===== config.mk =====
export PLATFORM = sky130hd
export DESIGN_NAME = cpu_status_reg
export DESIGN_NICKNAME = d
export VERILOG_FILES = /design/src/rtl/status_pkg.sv /design/src/rtl/stat_flag_merge.sv /design/src/rtl/stat_pwr_bits.sv /design/src/rtl/stat_bank_merge.sv /design/src/rtl/cpu_status_reg.sv
export SDC_FILE = /design/constraint.sdc
export NUM_CORES = 1
export LEC_CHECK = 0
export ABC_CLOCK_PERIOD_IN_PS = 800
export CORE_AREA = 10 10 47 49
export DETAILED_ROUTE_END_ITERATION = 12
export DIE_AREA = 0 0 57 59
export DONT_BUFFER_PORTS = 1
export MAX_ROUTING_LAYER = met4
export PLACE_DENSITY = 0.45
export SYNTH_ARGS = -nofsm -noshare
export SYNTH_HDL_FRONTEND = slang
export SYNTH_SLANG_ARGS = --single-unit

===== constraint.sdc =====
create_clock -name clk -period 0.8 [get_ports clk]
set_input_delay 0.08 -clock clk [delete_from_list [all_inputs] [get_ports clk]]
set_output_delay 0.08 -clock clk [all_outputs]
set_load 0.03 [all_outputs]

===== src/rtl/status_pkg.sv =====
package status_pkg;
    localparam int NFLAG      = 3;
    localparam int POS_C      = 0;
    localparam int POS_DC     = 1;
    localparam int POS_Z      = 2;
    localparam int POS_PD     = 3;
    localparam int POS_TO     = 4;
    localparam int POS_BANK   = 5;

    typedef struct packed {
        logic             to;
        logic             pd;
        logic [NFLAG-1:0] flags;
    } stat_core_t;
endpackage


===== src/rtl/stat_flag_merge.sv =====
module stat_flag_merge #(
    parameter int NF = 3
) (
    input  logic [NF-1:0] flags_q,
    input  logic          wr_en,
    input  logic [NF-1:0] wr_flags,
    input  logic          instr_sets_flags,
    input  logic [NF-1:0] upd_en,
    input  logic [NF-1:0] upd_val,
    output logic [NF-1:0] flags_d
);
    logic data_reaches_flags;
    assign data_reaches_flags = wr_en && !instr_sets_flags;

    for (genvar i = 0; i < NF; i++) begin : g_flag
        always_comb begin
            if (upd_en[i]) begin
                flags_d[i] = upd_val[i];
            end else if (data_reaches_flags) begin
                flags_d[i] = wr_flags[i];
            end else begin
                flags_d[i] = flags_q[i];
            end
        end
    end
endmodule


===== src/rtl/stat_pwr_bits.sv =====
module stat_pwr_bits (
    input  logic to_q,
    input  logic pd_q,
    input  logic evt_wdt_timeout,
    input  logic evt_sleep,
    input  logic evt_wdt_clear,
    output logic to_d,
    output logic pd_d
);
    always_comb begin
        to_d = to_q;
        pd_d = pd_q;
        if (evt_wdt_clear) begin
            to_d = 1'b1;
            pd_d = 1'b1;
        end
        if (evt_wdt_timeout) to_d = 1'b0;
        if (evt_sleep)       pd_d = 1'b0;
    end
endmodule


===== src/rtl/stat_bank_merge.sv =====
module stat_bank_merge #(
    parameter int NB = 3
) (
    input  logic [NB-1:0] bank_q,
    input  logic          wr_en,
    input  logic [NB-1:0] wr_bank,
    output logic [NB-1:0] bank_d
);
    for (genvar b = 0; b < NB; b++) begin : g_bank
        assign bank_d[b] = wr_en ? wr_bank[b] : bank_q[b];
    end
endmodule


===== src/rtl/cpu_status_reg.sv =====
module cpu_status_reg #(
    parameter int NBANK = 3,
    localparam int W    = status_pkg::POS_BANK + NBANK
) (
    input  logic                         clk,
    input  logic                         rst_n,
    input  logic                         wr_en,
    input  logic [W-1:0]                 wr_data,
    input  logic                         instr_sets_flags,
    input  logic [status_pkg::NFLAG-1:0] flag_upd_en,
    input  logic [status_pkg::NFLAG-1:0] flag_upd_val,
    input  logic                         evt_wdt_timeout,
    input  logic                         evt_sleep,
    input  logic                         evt_wdt_clear,
    output logic [W-1:0]                 status_q
);
    import status_pkg::*;

    typedef struct packed {
        logic [NBANK-1:0] bank;
        stat_core_t       core;
    } stat_t;

    localparam stat_t RST_VAL = '{bank: '0, core: '{to: 1'b1, pd: 1'b1, flags: '0}};

    stat_t            st_d, st_q;
    logic [NFLAG-1:0] flags_d;
    logic             to_d, pd_d;
    logic [NBANK-1:0] bank_d;

    stat_flag_merge #(.NF(NFLAG)) u_flags (
        .flags_q          (st_q.core.flags),
        .wr_en            (wr_en),
        .wr_flags         (wr_data[POS_Z:POS_C]),
        .instr_sets_flags (instr_sets_flags),
        .upd_en           (flag_upd_en),
        .upd_val          (flag_upd_val),
        .flags_d          (flags_d)
    );

    stat_pwr_bits u_pwr (
        .to_q            (st_q.core.to),
        .pd_q            (st_q.core.pd),
        .evt_wdt_timeout (evt_wdt_timeout),
        .evt_sleep       (evt_sleep),
        .evt_wdt_clear   (evt_wdt_clear),
        .to_d            (to_d),
        .pd_d            (pd_d)
    );

    stat_bank_merge #(.NB(NBANK)) u_bank (
        .bank_q  (st_q.bank),
        .wr_en   (wr_en),
        .wr_bank (wr_data[W-1:POS_BANK]),
        .bank_d  (bank_d)
    );

    always_comb begin
        st_d            = st_q;
        st_d.core.flags = flags_d;
        st_d.core.to    = to_d;
        st_d.core.pd    = pd_d;
        st_d.bank       = bank_d;
    end

    always_ff @(posedge clk or negedge rst_n) begin
        if (!rst_n) st_q <= RST_VAL;
        else        st_q <= st_d;
    end

    assign status_q = st_q;

    logic any_evt;
    assign any_evt = evt_wdt_timeout || evt_sleep || evt_wdt_clear;

    assert_reset_value_R1: assert property (@(posedge clk)
        !rst_n |=> (status_q == W'(8'h18)));

    assert_plain_write_R2: assert property (@(posedge clk) disable iff (!rst_n)
        (wr_en && !instr_sets_flags && flag_upd_en == '0)
        |=> status_q[POS_Z:POS_C] == $past(wr_data[POS_Z:POS_C]));

    assert_flag_write_blocked_R3: assert property (@(posedge clk) disable iff (!rst_n)
        (wr_en && instr_sets_flags && flag_upd_en == '0)
        |=> $stable(status_q[POS_Z:POS_C]));

    for (genvar i = 0; i < NFLAG; i++) begin : g_flag_chk
        assert_flag_update_R4: assert property (@(posedge clk) disable iff (!rst_n)
            flag_upd_en[i] |=> status_q[i] == $past(flag_upd_val[i]));
    end

    assert_pwr_immune_R5: assert property (@(posedge clk) disable iff (!rst_n)
        !any_evt |=> $stable(status_q[POS_TO:POS_PD]));

    assert_timeout_clears_R6: assert property (@(posedge clk) disable iff (!rst_n)
        evt_wdt_timeout |=> !status_q[POS_TO]);

    assert_sleep_clears_R7: assert property (@(posedge clk) disable iff (!rst_n)
        evt_sleep |=> !status_q[POS_PD]);

    assert_wdt_clear_sets_R8: assert property (@(posedge clk) disable iff (!rst_n)
        (evt_wdt_clear && !evt_wdt_timeout && !evt_sleep)
        |=> (status_q[POS_TO] && status_q[POS_PD]));

    assert_bank_write_R9: assert property (@(posedge clk) disable iff (!rst_n)
        wr_en |=> status_q[W-1:POS_BANK] == $past(wr_data[W-1:POS_BANK]));

    assert_idle_hold_R10: assert property (@(posedge clk) disable iff (!rst_n)
        (!wr_en && flag_upd_en == '0 && !any_evt) |=> $stable(status_q));
endmodule


==> flow_summary.toml, run 1 <==
[routing]
viasPerCell = 4.493
dr.pass1.iters = 1
drc = 0
antenna_left = 0
wl_per_cell_um = 15.46
initialDrtViolationCount = 0
totalWireLength_um = 1098
vias = 319

[yosys]
synthCells = 30
synth_edf_count = 0
async_flop_share = 1.000
synth_nets = 51
synth-seq-area-share = 0.5260
yosysTopAreaCellShare = 0.3896
ys_ff_latch = 8
synthTopCellsByArea = "dfrtp_1, dfstp_2, o311ai_2"
synth.avg_cell_area_sq_um = 12.85
yosysUniqueCellTypes = 10
yosysMostFrequentCell = "dfrtp_1"
yosysTopAreaCell = "dfrtp_1"
netlist_area_sq_um = 385.4
synth_top_cells_by_count = "dfrtp_1, nor2_1"
ys.flop_type = "dfrtp_1"
yosys_warnings = 0

[placed_design]
placed_cell_area_sq_um = 483.0
gp_congestion = 0.6831
dp_slack_ns = 0.02431
io_buffers = 0

[critical_path]
critPathSlowestCell = "dfstp_2"
crit_family = "flip-flops"
cp.required_ns = 0.72
criticalPathCategory = "reg2out"
cp-start-kind = "flop"
critPathMaxFanout = 2
crit_buf_inv = 1
slowest_delay_ns = 0.55
crit_start = "status_q[4]"
critPathCaptureType = "output pin"
crit_path_cell_trace = "buf_12"
crit_arrival_ns = 0.91
r2r_slack_ns = 0
r2r-end = "status_q[2]"
r2r-start = "status_q[2]"
rr_worst_depth = 3

[cts]
ctsLongestPathBuffers = 2
ctsHtreeMaxLevel = 1
cts_buffers = 3
cts_tree = "done"
cts_root_buf = "clkbuf_4"
clk_pin_slew_ns = 0.06
cts_sinks = 8
ctsHoldBuffers = 13
clk_latency_ns = 0.24

[power]
power.total_mw = 1.148
power.density_nw_per_um2 = 1678
vdd_drop_max_mv = 0.8115
power.leakage_nw = 0.2832

[cells_and_area]
final_nets = 77
final_core_util = 0.4884
antenna_cells = 0
largest_register_ffs = 8
final_cell_area_sq_um = 684.4
area_growth_pct = 77.60
fill_cells = 131
layout-drive-gt1-share = 0.5455

[global_route]
grt_first_pass_wirelength_um = 1800
grt_antenna_before_repair = 0
grt_pass1_vias = 393
track_usage = 0.06944
grt-ovfl-total = 0
grt_max_degree = 9

[timing]
fin_crit_sh = 1.238
setup_tns_ns = -0.8669
tightest_slew_ns = 0.3566
finClkSkew_ns = 0
report.final.slew_viol_count = 0
rsz0062_at_grt = "true"
timing.hold.ws_ns = -0.01707
hold_viol = 3
fmax_mhz = 1010
setup_viol = 9
period_needed_ns = 0.9905
slew_headroom = 0.7615
finalWorstSetupSlack_ns = -0.1905

[hold_path]
hold_end = "status_q[5]"
hold_depth = 1
hold_path_class = "in2reg"
min-delay-start = "wr_en"

[flow_run]
maxCapViolations = 0

[die]
std_cell_rows = 14
pin_count = 29
die_y_um = 59
core_sq_um = 1401
die_x_um = 57
start_util = 0.2750
fp.dieArea_sq_um = 3363

[status]
status = "finished, violations left"
violations = "hold timing, setup timing"
==> worst max-delay path by stage <==
| stage | endpoint | slack (ns) | depth (start not counted) |
|---|---|---|---|
| finish | status_q[4] | -0.19 | 1 |
| global route | status_q[4] | -0.22 | 1 |
| CTS | status_q[4] | -0.21 | 1 |
| detailed placement | status_q[7] | 0.02 | 1 |
| global placement | status_q[6] | 0.05 | 1 |
| floorplan | status_q[5] | -0.05 | 1 |
==> per-stage QoR <==
| step | cells | hold slack, ns |
|---|---|---|
| 5_1_grt | 71 | -0.03403 |
| 3_5_place_dp | 52 | -0.2152 |
| 2_1_floorplan | 30 | -0.2156 |
| 6_report | 71 | -0.01707 |
| 4_1_cts | 71 | -0.02773 |
| 3_3_place_gp | 52 | -0.2153 |
==> layout make-up <==
cell class,instances,area (sq um),area share
tap,16,20.02,0.02925
multi-input combinational,17,156.4,0.2285
timing repair buffer,23,260.3,0.3803
sequential,8,210.2,0.3071
inverter,3,11.26,0.01645
clock buffer,4,26.28,0.03839
==> placed cells by master (no fill, tap or decap) <==
cell and instances:
inv_1 1, nor2_1 4, o311ai_2 3, nor2b_4 1, nand4bb_1 3, clkbuf_1 1
nand2_1 3, inv_2 2, dfstp_2 2, dfrtp_2 6, clkbuf_4 3, dlygate4sd3_1 13
mux2_2 3, buf_12 2, buf_6 8
==> report_power, final <==
part	total [mW]	internal [mW]	switching, mW
Sequential	0.486	0.454	0.0315
Combinational	0.335	0.190	0.145
Clock	0.328	0.191	0.137
Total	1.15	0.835	0.314
==> metal layers <==
metal,up-vias,GRT usage,part of all wire
li1,152,-,-
met1,145,0.06440,0.39
met2,22,0.1070,0.46
met3,0,0.04506,0.15
met4,0,0.04027,0
met5,-,-,0
==> cell families (layout without fill, tap and decap cells) <==
logic type | after synthesis | count (layout) | synth area share
and+or+nand+nor | 11 | 11 | 0.1915
DFF | 8 | 8 | 0.5260
buffers and inverters | 5 | 30 | 0.06817
AOI/OAI and AO/OA | 3 | 3 | 0.1266
muxes | 3 | 3 | 0.08766
==> what timing repair did <==
action | CTS | global route
setup endpoints to repair | 8 | 11
setup buffers | 2 | 0
gates resized for setup | 6 | 2
endpoints found under the hold margin | 16 | 3
pin swaps | 0 | 2
No activity file was read; power rests on OpenSTA's default activity.
==> inputs of run 2 (changes only) <==
--- a/config.mk
+++ b/config.mk
@@ -5,13 +5,13 @@
 export SDC_FILE = /design/constraint.sdc
 export NUM_CORES = 1
 export LEC_CHECK = 0
-export ABC_CLOCK_PERIOD_IN_PS = 800
+export ABC_CLOCK_PERIOD_IN_PS = 1300
+export BUFFER_PORTS_ARGS = -buffer_cell sky130_fd_sc_hd__buf_4
 export CORE_AREA = 10 10 47 49
 export DETAILED_ROUTE_END_ITERATION = 12
 export DIE_AREA = 0 0 57 59
-export DONT_BUFFER_PORTS = 1
 export MAX_ROUTING_LAYER = met4
-export PLACE_DENSITY = 0.45
+export PLACE_DENSITY = 0.62
 export SYNTH_ARGS = -nofsm -noshare
 export SYNTH_HDL_FRONTEND = slang
 export SYNTH_SLANG_ARGS = --single-unit
==> constraint.sdc (replaced) <==
create_clock -name clk -period 1.3 [get_ports clk]
set_input_delay 0.13 -clock clk [delete_from_list [all_inputs] [get_ports clk]]
set_output_delay 0.13 -clock clk [all_outputs]
set_load 0.03 [all_outputs]
==> run 2 against run 1 <==
The flow now finishes without violations. Clock skew is the same. Total power shrank 41%. Final area shrank 6.2%. Count of clock-buffer cells in the layout is the same. Critical path depth is the same. Sequential cell count is the same. Cell count grew 8.5%. Core utilization shrank 3.0 points. Largest power group unchanged.
==> flow_summary.toml, run 2 (synthesized netlist as in run 1, its figures left out) <==
[routing]
viasPerCell = 4.364
antenna_left = 0
initialDrtViolationCount = 3
dr.pass1.iters = 2
vias = 336
totalWireLength_um = 1039
wl_per_cell_um = 13.49
drc = 0

[critical_path]
rr_worst_depth = 1
crit_buf_inv = 1
crit_path_cell_trace = "buf_4"
crit_arrival_ns = 0.92
cp-start-kind = "flop"
r2r-end = "status_q[7]"
critPathCaptureType = "output pin"
slowest_delay_ns = 0.53
critPathMaxFanout = 2
criticalPathCategory = "reg2out"
critPathSlowestCell = "dfstp_2"
crit_family = "flip-flops"
cp.required_ns = 1.17
critical_path_depth = 1
r2r_slack_ns = 0.56
r2r-start = "status_q[7]"

[cells_and_area]
final_core_util = 0.4580
layout_common_cells = "buf_4, dfrtp_1, nor2_1"
final_nets = 83
layout-drive-gt1-share = 0.6230
fill_cells = 133
final_cell_area_sq_um = 641.9
antenna_cells = 0
multiInputGateArea_sq_um = 156.4
regArea_sq_um = 202.7
area_growth_pct = 66.56
layout_commonest_cell = "buf_4"
largest_register_ffs = 8

[hold_path]
hold_depth = 3
min-delay-start = "flag_upd_val[1]"
hold_end = "status_q[1]"
hold_path_class = "in2reg"

[power]
power.density_nw_per_um2 = 1050
power.leakage_nw = 0.3086
power.total_mw = 0.6736
vdd_drop_max_mv = 0.3869

[die]
die_y_um = 59
fp.dieArea_sq_um = 3363
std_cell_rows = 14
pin_count = 29
core_sq_um = 1401
start_util = 0.2750
die_x_um = 57

[cts]
cts_tree = "done"
clk_latency_ns = 0.24
cts_buffers = 3
ctsHtreeMaxLevel = 1
cts_root_buf = "clkbuf_4"
ctsLongestPathBuffers = 2
clk_pin_slew_ns = 0.05
cts_sinks = 8

[timing]
report.final.slew_viol_count = 0
tightest_slew_ns = 0.2031
slew_headroom = 0.8644
setup_viol = 0
period_needed_ns = 1.053
rsz0062_at_grt = "false"
setup_tns_ns = 0
hold_viol = 0
fin_crit_sh = 0.8100
finClkSkew_ns = 0
fmax_mhz = 949.6

[global_route]
grt_max_degree = 9
grt_antenna_before_repair = 0
grt_first_pass_wirelength_um = 1807
grt_pass1_vias = 429
grt-ovfl-total = 0
track_usage = 0.07229

[placed_design]
io_buffers = 26
hpwl_um = 896.1
placed_cell_area_sq_um = 585.6
gp_congestion = 0.6321

[status]
status = "finished, final reports clean"

[flow_run]
maxCapViolations = 0
## run 2: how the worst max path moves through the flow
stage | endpoint | slack (ns) | startpoint
finish | status_q[3] | 0.25 | status_q[3]
global route | status_q[3] | 0.21 | status_q[3]
CTS | status_q[3] | 0.23 | status_q[3]
detailed placement | status_q[3] | 0.51 | status_q[3]
global placement | status_q[3] | 0.51 | status_q[3]
floorplan | status_q[0] | 0.40 | status_q[0]
## run 2: final cells by class
| class | instances | area share |
|---|---|---|
| clock buffer | 4 | 0.04094 |
| timing repair buffer | 29 | 0.3509 |
| multi-input combinational | 17 | 0.2437 |
| sequential | 8 | 0.3158 |
| tap | 16 | 0.03119 |
| inverter | 3 | 0.01754 |
## run 2: stage by stage
step                worst slack (ns)  std cells  hold slack, ns
CTS                           0.2322         77         0.09056
floorplan                     0.3965         30         -0.1656
global placement              0.5097         70        -0.04959
detailed placement            0.5068         70        -0.04867
global route                  0.2075         77          0.1008
finish                        0.2470         77          0.1050
## run 2: repair_timing
action                    4_1_cts  5_1_grt
hold buffers                    3        0
gates resized for setup         0        0
hold endpoints to repair       10        0
buffers inserted                0        0
## run 2: routing by layer
layer	track usage	wire length, um
met1	0.08435	519
met2	0.08527	361
met3	0.04721	158
met4	0.05034	0
met5	-	0
## run 2: report_power, final
part / internal, mW / switching (mW) / total [mW]
combinational: 0.0968 / 0.0946 / 0.191
clock: 0.117 / 0.0774 / 0.194
sequential: 0.276 / 0.0121 / 0.288
total: 0.490 / 0.184 / 0.674
==> inputs of run 3 (changes only) <==
--- a/config.mk
+++ b/config.mk
@@ -5,13 +5,14 @@
 export SDC_FILE = /design/constraint.sdc
 export NUM_CORES = 1
 export LEC_CHECK = 0
-export ABC_CLOCK_PERIOD_IN_PS = 1300
+export ABC_AREA = 1
+export ABC_CLOCK_PERIOD_IN_PS = 1000
 export BUFFER_PORTS_ARGS = -buffer_cell sky130_fd_sc_hd__buf_4
 export CORE_AREA = 10 10 47 49
 export DETAILED_ROUTE_END_ITERATION = 12
 export DIE_AREA = 0 0 57 59
 export MAX_ROUTING_LAYER = met4
-export PLACE_DENSITY = 0.62
+export PLACE_DENSITY = 0.61
 export SYNTH_ARGS = -nofsm -noshare
 export SYNTH_HDL_FRONTEND = slang
 export SYNTH_SLANG_ARGS = --single-unit
==> constraint.sdc (replaced) <==
create_clock -name clk -period 1 [get_ports clk]
set_input_delay 0.1 -clock clk [delete_from_list [all_inputs] [get_ports clk]]
set_output_delay 0.1 -clock clk [all_outputs]
set_load 0.03 [all_outputs]
==> run 3 against run 2 <==
The run now ends with setup timing left. Register-to-register slack got worse by 0.29 ns. Routed wire length is 4.8% higher. First-iteration DRC count grew 100%. Global-route usage shrank 0.20 points. Clock skew stayed put. Cell count up 25%. Die area unchanged. Clock power rose by 35%. Highest routed layer is now met4.
==> flow_summary.toml, run 3 <==
[critical_path]
cp-start-kind = "flop"
r2r-end = "status_q[3]"
r2r-start = "status_q[3]"
cp.required_ns = 0.90
critPathMaxFanout = 2
critPathSlowestCell = "dfstp_2"
r2r_slack_ns = 0.27
crit_family = "flip-flops"
rr_worst_depth = 2
crit_buf_inv = 1
crit_path_cell_trace = "buf_6"
critPathCaptureType = "output pin"
crit_arrival_ns = 0.91
criticalPathCategory = "reg2out"
slowest_delay_ns = 0.53

[die]
core_sq_um = 1401
std_cell_rows = 14
fp.dieArea_sq_um = 3363
die_x_um = 57
pin_count = 29
start_util = 0.2670
die_y_um = 59

[global_route]
grt_max_degree = 9
grt_pass1_vias = 452
grt_first_pass_wirelength_um = 1828
track_usage = 0.07034
grt-ovfl-total = 0
grt_antenna_before_repair = 0

[yosys]
yosys_warnings = 0
synthTopCellsByArea = "dfrtp_1, nand2_1, dfstp_2"
synthCells = 49
yosysTopAreaCellShare = 0.4013
async_flop_share = 1.000
yosysUniqueCellTypes = 9
synth_nets = 70
synth.avg_cell_area_sq_um = 7.635
ys.flop_type = "dfrtp_1"
synth_top_cells_by_count = "nand2_1, inv_1, dfrtp_1, nor2_1"
synth_edf_count = 0
synth-seq-area-share = 0.5418
yosysTopAreaCell = "dfrtp_1"
netlist_area_sq_um = 374.1
yosysMostFrequentCell = "nand2_1"
ys_ff_latch = 8

[placed_design]
io_buffers = 26
hpwl_um = 882.3
gp_congestion = 0.7172
placed_cell_area_sq_um = 574.3

[hold_path]
hold_path_class = "in2reg"
min-delay-start = "wr_data[5]"
hold_end = "status_q[5]"
hold_depth = 3

[timing]
finalWorstSetupSlack_ns = -0.008880
report.final.slew_viol_count = 0
setup_tns_ns = -0.01481
tightest_slew_ns = 0.1279
timing.hold.ws_ns = 0.05394
period_needed_ns = 1.009
rsz0062_at_grt = "true"
fmax_mhz = 991.2
fin_crit_sh = 1.009
setup_viol = 2
finClkSkew_ns = 0
hold_viol = 0
slew_headroom = 0.9138

[cells_and_area]
area_growth_pct = 70.57
layout_commonest_cell = "buf_4"
final_nets = 102
final_cell_area_sq_um = 638.1
antenna_cells = 0
layout_common_cells = "buf_4, nand2_1, inv_1, dfrtp_1, nor2_1"
layout-drive-gt1-share = 0.4000
largest_register_ffs = 8
final_core_util = 0.4554

[routing]
drc = 0
antenna_left = 0
totalWireLength_um = 1089
initialDrtViolationCount = 6
vias = 389
wl_per_cell_um = 11.34
viasPerCell = 4.052
dr.pass1.iters = 4

[power]
power.density_nw_per_um2 = 1380
vdd_drop_max_mv = 0.8478
power.leakage_nw = 0.3663

[status]
violations = "setup timing"
status = "finished, violations left"

[cts]
cts_buffers = 3
cts_setup_buffers = 0
cts_tree = "done"
ctsHtreeMaxLevel = 1
cts_root_buf = "clkbuf_4"
clk_latency_ns = 0.25
cts_sinks = 8
ctsLongestPathBuffers = 2
clk_pin_slew_ns = 0.06

[flow_run]
maxCapViolations = 0
## run 3: per-stage QoR
stage	setup WS, ns	std cells	total power, mW
floorplan	0.2463	49	0.4944
global placement	0.2422	89	0.6083
detailed placement	0.2364	89	0.6132
CTS	-0.01877	96	0.8995
global route	-0.04486	96	0.9422
finish	-0.008880	96	0.8804
## run 3: kinds of logic after synthesis
kind of cell / count (synthesis) / synth area share
AND/OR/NAND/NOR: 29 / 0.3077
buffers and inverters: 9 / 0.1104
flip-flops: 8 / 0.5418
AO/OA/AOI/OAI: 3 / 0.04012
## run 3: worst max-delay path by stage
stage                startpoint          end  slack [ns]  cells after the start
floorplan           status_q[0]  status_q[0]        0.25                      2
global placement    status_q[3]  status_q[3]        0.24                      1
detailed placement  status_q[3]  status_q[3]        0.24                      1
CTS                 status_q[3]  status_q[3]       -0.02                      1
global route        status_q[4]  status_q[4]       -0.04                      1
finish              status_q[3]  status_q[3]      -0.009                      1
## run 3: cell type report
cell class              instances  area [sq um]
repair buffers                 29         232.7
inverters                       7         26.28
multi-input cells              32         130.1
fillers                       154         763.2
clock buffers                   4         26.28
well taps                      16         20.02
flip-flops and latches          8         202.7
## run 3: worst reg2reg max path, stage by stage (launching register included)
cell	delay (ns)
dfstp_2	0.53
nor2_1	0.04
nor2_1	0.09
## run 3: per-layer routing
layer  GRT usage  vias to the layer above  part of all wire  wire length (um)
met4     0.06040                        0             0.012                13
met2      0.1147                       16              0.49               534
met3     0.02575                        2             0.086                94
met5           -                        -                 0                 0
met1     0.06440                      164              0.41               447
li1            -                      207                 -                 -
## run 3: repair_timing
item / in CTS / in global routing
setup endpoints to repair: 2 / 2
endpoints found under the hold margin: 10 / 0
pin swaps: 0 / 0
gates resized for setup: 2 / 0
hold buffers: 3 / 0
## run 3: where the power goes
group	internal (mW)	switching, mW
Clock	0.153	0.109
Sequential	0.358	0.0164
Combinational	0.115	0.129
Total	0.626	0.254
